$ cat config.mk
export PLATFORM = sky130hd
export DESIGN_NAME = accum_alu
export DESIGN_NICKNAME = d
export VERILOG_FILES = /design/src/rtl/accum_alu_pkg.sv /design/src/rtl/accum_alu_arith.sv /design/src/rtl/accum_alu_shift.sv /design/src/rtl/accum_alu_logic.sv /design/src/rtl/accum_alu.sv
export SDC_FILE = /design/constraint.sdc
export NUM_CORES = 1
export LEC_CHECK = 0
export BUFFER_PORTS_ARGS = -buffer_cell sky130_fd_sc_hd__buf_4
export CAP_MARGIN = 10
export CORE_AREA = 5 5 67 45
export DETAILED_ROUTE_END_ITERATION = 7
export DIE_AREA = 0 0 72 50
export PLACE_DENSITY = 0.77
export SETUP_SLACK_MARGIN = 0.3
export SLEW_MARGIN = 20
export SYNTH_ARGS = -nofsm -noshare
export SYNTH_HDL_FRONTEND = slang
export SYNTH_SLANG_ARGS = --single-unit
$ cat constraint.sdc
create_clock -name vclk -period 2.9
set_input_delay 0.29 -clock vclk [all_inputs]
set_output_delay 0.29 -clock vclk [all_outputs]
set_load 0.03 [all_outputs]
$ cat src/rtl/accum_alu_pkg.sv
package accum_alu_pkg;

    // Operation select codes; values equal the instruction opcode field.
    localparam int unsigned SEL_W = 4;

    typedef enum logic [SEL_W-1:0] {
        OP_ADD   = 4'b0001,
        OP_SUB   = 4'b0010,
        OP_NOR   = 4'b0011,
        OP_MOVB  = 4'b0100,
        OP_SHL   = 4'b1011,
        OP_SHR   = 4'b1100,
        OP_LDIMM = 4'b1101
    } alu_op_e;

    function automatic logic is_pass_b(input logic [SEL_W-1:0] sel);
        return (sel == OP_MOVB) || (sel == OP_LDIMM);
    endfunction

endpackage

$ cat src/rtl/accum_alu_arith.sv
// Shared adder/subtractor: one extended-width datapath produces either the
// sum with carry out, or the difference with borrow in the top bit.
module accum_alu_arith #(
    parameter int unsigned WIDTH = 8
) (
    input  logic [WIDTH-1:0] a_i,
    input  logic [WIDTH-1:0] b_i,
    input  logic             sub_i,
    output logic [WIDTH-1:0] res_o,
    output logic             cout_o
);
    localparam int unsigned EXT_W = WIDTH + 1;

    logic [EXT_W-1:0] a_ext;
    logic [EXT_W-1:0] b_ext;
    logic [EXT_W-1:0] ext_d;

    always_comb begin
        a_ext = {1'b0, a_i};
        b_ext = {1'b0, b_i};
        if (sub_i) begin
            ext_d = a_ext - b_ext;
        end else begin
            ext_d = a_ext + b_ext;
        end
    end

    assign res_o  = ext_d[WIDTH-1:0];
    assign cout_o = ext_d[EXT_W-1];

endmodule

$ cat src/rtl/accum_alu_shift.sv
// One-bit logical shifter; TO_LEFT picks the direction at elaboration.
module accum_alu_shift #(
    parameter int unsigned WIDTH   = 8,
    parameter bit          TO_LEFT = 1'b1
) (
    input  logic [WIDTH-1:0] a_i,
    output logic [WIDTH-1:0] res_o,
    output logic             out_bit_o
);
    generate
        if (TO_LEFT) begin : g_left
            assign res_o     = {a_i[WIDTH-2:0], 1'b0};
            assign out_bit_o = a_i[WIDTH-1];
        end else begin : g_right
            assign res_o     = {1'b0, a_i[WIDTH-1:1]};
            assign out_bit_o = a_i[0];
        end
    endgenerate

endmodule

$ cat src/rtl/accum_alu_logic.sv
// Bitwise NOR of the two operands.
module accum_alu_logic #(
    parameter int unsigned WIDTH = 8
) (
    input  logic [WIDTH-1:0] a_i,
    input  logic [WIDTH-1:0] b_i,
    output logic [WIDTH-1:0] res_o
);
    generate
        for (genvar i = 0; i < WIDTH; i++) begin : g_bit
            assign res_o[i] = ~(a_i[i] | b_i[i]);
        end
    endgenerate

endmodule

$ cat src/rtl/accum_alu.sv
module accum_alu
    import accum_alu_pkg::*;
#(
    parameter int unsigned WIDTH = 8
) (
    input  logic [WIDTH-1:0] opnd_a_i,
    input  logic [WIDTH-1:0] opnd_b_i,
    input  logic [SEL_W-1:0] op_sel_i,
    output logic [WIDTH-1:0] result_o,
    output logic             carry_o,
    output logic             zero_o
);
    typedef struct packed {
        logic [WIDTH-1:0] res;
        logic             c;
    } alu_out_t;

    localparam int unsigned N_SHIFT = 2;

    logic [WIDTH-1:0] arith_res;
    logic             arith_c;
    logic             do_sub;
    logic [WIDTH-1:0] nor_res;
    logic [WIDTH-1:0] sh_res [N_SHIFT];
    logic             sh_c   [N_SHIFT];
    alu_out_t         out_d;

    assign do_sub = (op_sel_i == OP_SUB);

    accum_alu_arith #(.WIDTH(WIDTH)) arith_i (
        .a_i    (opnd_a_i),
        .b_i    (opnd_b_i),
        .sub_i  (do_sub),
        .res_o  (arith_res),
        .cout_o (arith_c)
    );

    accum_alu_logic #(.WIDTH(WIDTH)) logic_i (
        .a_i   (opnd_a_i),
        .b_i   (opnd_b_i),
        .res_o (nor_res)
    );

    // Index 0 shifts left, index 1 shifts right.
    generate
        for (genvar s = 0; s < N_SHIFT; s++) begin : g_shift
            accum_alu_shift #(.WIDTH(WIDTH), .TO_LEFT(s == 0)) shift_i (
                .a_i       (opnd_a_i),
                .res_o     (sh_res[s]),
                .out_bit_o (sh_c[s])
            );
        end
    endgenerate

    always_comb begin
        out_d.res = opnd_a_i;
        out_d.c   = 1'b0;
        case (op_sel_i)
            OP_ADD, OP_SUB: begin
                out_d.res = arith_res;
                out_d.c   = arith_c;
            end
            OP_NOR: begin
                out_d.res = nor_res;
            end
            OP_MOVB, OP_LDIMM: begin
                out_d.res = opnd_b_i;
            end
            OP_SHL: begin
                out_d.res = sh_res[0];
                out_d.c   = sh_c[0];
            end
            OP_SHR: begin
                out_d.res = sh_res[1];
                out_d.c   = sh_c[1];
            end
            default: begin
                out_d.res = opnd_a_i;
                out_d.c   = 1'b0;
            end
        endcase
    end

    assign result_o = out_d.res;
    assign carry_o  = out_d.c;
    assign zero_o   = ~|out_d.res;

endmodule

# Yosys cells after proc, flatten, opt, wreduce, memory -nomap -nowiden
# Cells that the tools add are included.
[totals]
regBits = 0
[op_classes]
n_mux = 3
bitwise_logic = 16
reduce_logical = 4
addsub = 2
n_eq_ne = 7
[ops]
columns = ["op", "n"]
rows = [
  ["8-bit case mux with 5 select lines", 1],
  ["4-bit equality test, second input constant", 3],
  ["8-bit by 8-bit adder with 9-bit output", 1],
  ["9-bit 2-to-1 mux", 1],
  ["8-bit by 8-bit subtractor with 9-bit output", 1],
  ["4-bit by 2-bit equality test with 1-bit output, second input constant", 2],
  ["1-bit inverter", 8],
  ["1-bit bitwise OR", 8],
  ["8-bit OR reduction", 1],
  ["4-bit by 1-bit equality test with 1-bit output, second input constant", 1],
  ["4-bit by 3-bit equality test with 1-bit output, second input constant", 1],
  ["2-bit OR reduction", 2],
  ["1-bit case mux with 3 select lines", 1],
  ["1-bit zero test", 1],
]

# Depth between registers and ports, before layout
[depth]
ltp_word = 5
ltp_mapped = 13
depth_no_buf = 11

# By module
# From an unflattened synthesis, not the netlist that was laid out.
[hier_totals]
cells_unflattened = 214
area_unflattened_um2 = 1487.7
[modules_own_cells]
columns = ["mod", "n_inst", "area_each_um2", "cells_per_inst"]
rows = [
  ["accum_alu", 1, 755.7, 114],
  ["accum_alu_arith", 1, 559.3, 72],
  ["accum_alu_shift", 2, 71.3, 10],
  ["accum_alu_logic", 1, 30.0, 8],
]

# Least setup slack after synthesis
# No wires, ideal clock.
[synth_timing]
kind = "input to output"
start = "input op_sel_i[1]"
end = "output zero_o"
path_stages = 12
arrival_time_ps = 3525
setup_slack_ps = -915
path_buffers = 3
required_time_ps = 2610
path_cell_list = "buf_2 clkbuf_1 and3_1 clkbuf_1 mux2i_1 ha_1 nor2b_1 o2111ai_1 a21oi_1 o21a_1 o31ai_1 and4bb_1"
[synth_between]
elab_chain_len = 5
elab_cells_between_ends = 13
[synth_rtl]
columns = ["element", "line_no", "text"]
rows = [
  ["start, declared", "accum_alu.sv:8", "input logic [SEL_W-1:0] op_sel_i,"],
  ["4-bit by 2-bit equality test with 1-bit output, or another cell as far along", "accum_alu.sv:28, accum_alu.sv:58", ""],
  ["9-bit 2-to-1 mux or 2-bit OR reduction (tied branches)", "accum_alu_arith.sv:21, accum_alu.sv:58", ""],
  ["8-bit case mux with 5 select lines *", "accum_alu.sv:58", "case (op_sel_i)"],
  ["via result_o[7]", "accum_alu.sv:9", "output logic [WIDTH-1:0] result_o,"],
  ["8-bit OR reduction *", "accum_alu.sv:86", "assign zero_o = ~|out_d.res;"],
  ["1-bit zero test *", "accum_alu.sv:86", ""],
  ["end, declared", "accum_alu.sv:11", "output logic zero_o"],
]
# Mark *: on every way through the listed nets, which the timed path passes. The rest lies on a longest branch.

# Worst setup path in the final report
[layout_timing]
start = "input op_sel_i[2]"
end = "output zero_o"
[layout_between]
elab_chain_len = 5
elab_cells_between_ends = 13
[layout_rtl]
columns = ["element", "line_no"]
rows = [
  ["4-bit by 2-bit equality test with 1-bit output, or another cell as far along", "accum_alu.sv:28, accum_alu.sv:58"],
  ["9-bit 2-to-1 mux or 2-bit OR reduction (tied branches)", "accum_alu_arith.sv:21, accum_alu.sv:58"],
  ["8-bit case mux with 5 select lines *", "accum_alu.sv:58"],
  ["8-bit OR reduction *", "accum_alu.sv:86"],
  ["1-bit zero test *", "accum_alu.sv:86"],
]
# Every way passes the cells marked *; elsewhere a longest branch is shown, timed or not.

==> impl_results.html <==
<table>
<tr><th>Metric</th><th>Value</th></tr>
<tr><th colspan="2">Worst setup path</th></tr>
<tr><td>CP Data Required Time</td><td>2.61 ns</td></tr>
<tr><td>Largest fanout on the critical path</td><td>4</td></tr>
<tr><td>Worst endpoint data arrival time</td><td>roughly 2.9 ns</td></tr>
<tr><td>Category of the worst setup path capture point</td><td>output port</td></tr>
<tr><td>Type of the worst setup path</td><td>in2out</td></tr>
<tr><td>Element type at the critical path start</td><td>input port</td></tr>
<tr><th colspan="2">Final layout</th></tr>
<tr><td>Seq_cells</td><td>0</td></tr>
<tr><td>Number of nets in the layout</td><td>249</td></tr>
<tr><td>Multi-input combinational cell area</td><td>1270 um2</td></tr>
<tr><td>Share of the core filled with cells in the final layout</td><td>0.818</td></tr>
<tr><td>CLK BUF</td><td>0</td></tr>
<tr><td>Antenna diodes</td><td>0</td></tr>
<tr><td>Area growth syn-to-layout</td><td>72.7%</td></tr>
<tr><td>Fill cell instance count of the final layout</td><td>135</td></tr>
<tr><td>Footprint of the flip-flops and latches</td><td>0 um2</td></tr>
<tr><td>Share of layout cells above drive strength 1</td><td>0.500</td></tr>
<tr><th colspan="2">Timing</th></tr>
<tr><td>Setup slack of the critical path after layout</td><td>-0.303 ns</td></tr>
<tr><td>RSZ-0062 raised after global routing</td><td>true</td></tr>
<tr><td>Number of pins with negative max-slew slack in the final report</td><td>0</td></tr>
<tr><td>Number of hold violations in the final report</td><td>0</td></tr>
<tr><td>Endpoints failing setup</td><td>4</td></tr>
<tr><td>Actual slew at the worst max-slew pin</td><td>1.02 ns</td></tr>
<tr><td>Max Fclk</td><td>312 MHz</td></tr>
<tr><td>Min cycle time layout</td><td>between 3 and 4 ns</td></tr>
<tr><td>Fin crit share</td><td>1.10</td></tr>
<tr><td>Hold_ws</td><td>1.01 ns</td></tr>
<tr><td>Worst relative slew slack</td><td>0.317</td></tr>
<tr><th colspan="2">Die</th></tr>
<tr><td>Top Ports</td><td>30</td></tr>
<tr><td>Placeable core area</td><td>2350 um2</td></tr>
<tr><td>Die Footprint</td><td>~3600 um2</td></tr>
<tr><td>Die height</td><td>50 um</td></tr>
<tr><td>Number of rows in the core area</td><td>14</td></tr>
<tr><td>Die width</td><td>72 um</td></tr>
<tr><td>Effective utilization at floorplan</td><td>0.473</td></tr>
<tr><th colspan="2">Global routing</th></tr>
<tr><td>Vias in the first global route</td><td>1520</td></tr>
<tr><td>Maximum number of pins on one net before global-route repair</td><td>21</td></tr>
<tr><td>Total track usage</td><td>0.246</td></tr>
<tr><td>First-pass GRT wire length</td><td>7.22 mm</td></tr>
<tr><td>Antenna violations before repair</td><td>0</td></tr>
<tr><td>Global-route congestion overflow total</td><td>0</td></tr>
<tr><th colspan="2">Routing</th></tr>
<tr><td>Detailed Routing Iterations Pass 1</td><td>5</td></tr>
<tr><td>Number of nets still failing antenna checks after routing</td><td>0</td></tr>
<tr><td>Routed wire length</td><td>5.62 mm</td></tr>
<tr><td>Wirelength per Cell</td><td>22.6 um</td></tr>
<tr><td>DRC viols</td><td>0</td></tr>
<tr><td>Detailed-route via count</td><td>1749</td></tr>
<tr><td>First DRT Iteration DRCs</td><td>312</td></tr>
<tr><td>Detail-routed via count per cell</td><td>7.05</td></tr>
<tr><th colspan="2">Yosys</th></tr>
<tr><td>Avg Inst Size Synth</td><td>around 6.9 um2</td></tr>
<tr><td>Nets in the synthesized netlist</td><td>191</td></tr>
<tr><td>Post-synthesis share of cell area spent on xor and xnor gates</td><td>0.0867</td></tr>
<tr><td>Fraction of synthesized area in multiplexers</td><td>0.0282</td></tr>
<tr><td>Area share of fa/ha/maj cells after synthesis</td><td>0.131</td></tr>
<tr><td>Gate Count Post-Synth</td><td>160</td></tr>
<tr><td>Simple-gate portion of the synthesized area</td><td>0.314</td></tr>
<tr><td>Largest family of logic cells by synthesized area</td><td>compound AO/OA/AOI/OAI gates</td></tr>
<tr><td>Share of synthesized area occupied by flip-flops and latches</td><td>0</td></tr>
<tr><td>Post-synth design cell area</td><td>1110 um2</td></tr>
<tr><td>Area fraction in compound gates after synthesis</td><td>0.359</td></tr>
<tr><td>Ys Warns</td><td>0</td></tr>
<tr><td>Unique cell type count in the Yosys netlist</td><td>48</td></tr>
<tr><th colspan="2">Power and ir drop</th></tr>
<tr><td>Clock network power share</td><td>0</td></tr>
<tr><td>Combinational group share of total power</td><td>1.000</td></tr>
<tr><td>Leakage power total</td><td>0.825 nW</td></tr>
<tr><td>Overall Power</td><td>0.499 mW</td></tr>
<tr><td>IR Drop Worst-Case VDD</td><td>0.000184 V</td></tr>
<tr><td>Power per Cell Area</td><td>260 nW/um2</td></tr>
<tr><td>Internal</td><td>0.239 mW</td></tr>
<tr><td>Portion of total power attributed to sequential cells</td><td>0</td></tr>
<tr><td>Power spent charging and discharging nets</td><td>0.260 mW</td></tr>
<tr><td>Net Sw Frac</td><td>0.522</td></tr>
<tr><th colspan="2">Status</th></tr>
<tr><td>Violations in the final reports</td><td>setup timing</td></tr>
<tr><td>Run status</td><td>complete, but fails checks</td></tr>
<tr><th colspan="2">Run</th></tr>
<tr><td>Number of max-capacitance violations reported</td><td>0</td></tr>
<tr><th colspan="2">Placed design</th></tr>
<tr><td>Final weighted congestion in routability-driven placement</td><td>0.924</td></tr>
<tr><td>Count of buffers inserted at the top-level ports</td><td>30</td></tr>
<tr><td>DP HPWL</td><td>3.34 mm</td></tr>
<tr><th colspan="2">Clock network</th></tr>
<tr><td>Number of buffers inserted by hold repair at cts</td><td>0</td></tr>
<tr><th colspan="2">Min path</th></tr>
<tr><td>Path type of the worst min-delay path</td><td>in2out</td></tr>
</table>
power by group through the flow:
stage                     logic [mW]  clock network [mW]  registers, mW
after floorplan                0.226                   0              0
after global placement         0.349                   0              0
after detailed placement       0.359                   0              0
after CTS                      0.409                   0              0
after global routing           0.517                   0              0
final                          0.499                   0              0
cells in the final DEF (no fill, tap or decap), types with 3 or more instances in the layout:
cell and instances:
nor2b_1 4, ha_1 6, a21oi_1 10, nor3_2 3
inv_1 7, and3_1 3, a21o_1 3, nand2_1 7
nor3_1 9, a22oi_1 3, ha_4 3, nor3b_1 3
nor2_2 3, nand2b_1 5, buf_4 44, xnor2_1 6
nor2_1 5, a31oi_1 4, o21a_1 3, buf_6 20
worst paths after layout:
path               startpoint     endpoint  slack [ns]  cells past startpoint
hold / removal    opnd_a_i[5]  result_o[5]        1.01                      3
setup / recovery  op_sel_i[2]       zero_o       -0.30                     14
synthesized netlist by cell type (2+ instances only):
master | count | area [um2]
nor2_1 | 10 | 37.5
nor3_1 | 12 | 60.1
a211oi_1 | 3 | 22.5
o21ai_0 | 3 | 15.0
a21oi_1 | 13 | 65.1
and3_1 | 5 | 31.3
a221o_1 | 3 | 30.0
a22oi_1 | 3 | 22.5
xnor2_1 | 8 | 70.1
nand2_1 | 7 | 26.3
buf_2 | 3 | 15.0
o31ai_1 | 2 | 15.0
o22ai_1 | 2 | 12.5
nor3b_1 | 5 | 37.5
a31oi_1 | 5 | 31.3
ha_1 | 10 | 125
o21a_1 | 3 | 22.5
and3b_1 | 2 | 17.5
a22o_1 | 2 | 17.5
buf_6 | 2 | 22.5
clkbuf_1 | 4 | 15.0
inv_1 | 10 | 37.5
o211ai_1 | 2 | 15.0
nand2b_1 | 5 | 31.3
xor2_1 | 3 | 26.3
a21o_1 | 4 | 30.0
o32a_1 | 3 | 30.0
mux2i_1 | 2 | 20.0
nor2b_1 | 5 | 31.3
logic make-up after synthesis:
| family | count (synthesis) |
|---|---|
| XOR/XNOR | 11 |
| AO/OA/AOI/OAI | 56 |
| multiplexers | 3 |
| buffers and inverters | 19 |
| adder cells (fa/ha/maj) | 11 |
| AND/OR/NAND/NOR | 60 |
worst max-delay path, stage by stage:
cell and delay (ns):
buf_8 0.10, nor2_4 0.11, and3_4 0.25, nor2_4 0.05, xnor2_2 0.19, ha_4 0.25
a21o_4 0.23, buf_6 0.11, o211ai_1 0.36, nand3b_1 0.14, nor3b_2 0.18, o22a_2 0.21
and4bb_2 0.30, buf_6 0.13
routing by layer:
layer,part of all wire,GRT usage,up-vias
met5,0,0,-
met4,0.061,0.0844,0
met3,0.12,0.0365,54
met2,0.46,0.393,182
met1,0.36,0.334,787
li1,-,-,726
final cells by class:
type,count,area share
multi-input combinational,141,0.660
timing repair buffer,65,0.297
inverter,10,0.0222
tap,32,0.0209
per-stage QoR:
stage / setup WS [ns] / instance area [um2] / TNS [ns] / std cells
2_1_floorplan: -0.186 / 1220 / -0.186 / 160
3_3_place_gp: -0.317 / 1570 / -0.317 / 236
3_5_place_dp: -0.380 / 1570 / -0.449 / 236
4_1_cts: -0.170 / 1760 / -0.170 / 243
5_1_grt: -0.358 / 1920 / -0.925 / 248
6_report: -0.303 / 1920 / -0.705 / 248
repair_timing:
item / CTS / global route
endpoints found under the setup margin: 8 / 9
cloned: 0 / 0
buffers inserted: 7 / 5
pin swaps: 18 / 19
resized for setup: 32 / 25
Power figures use the tool's default switching activity.
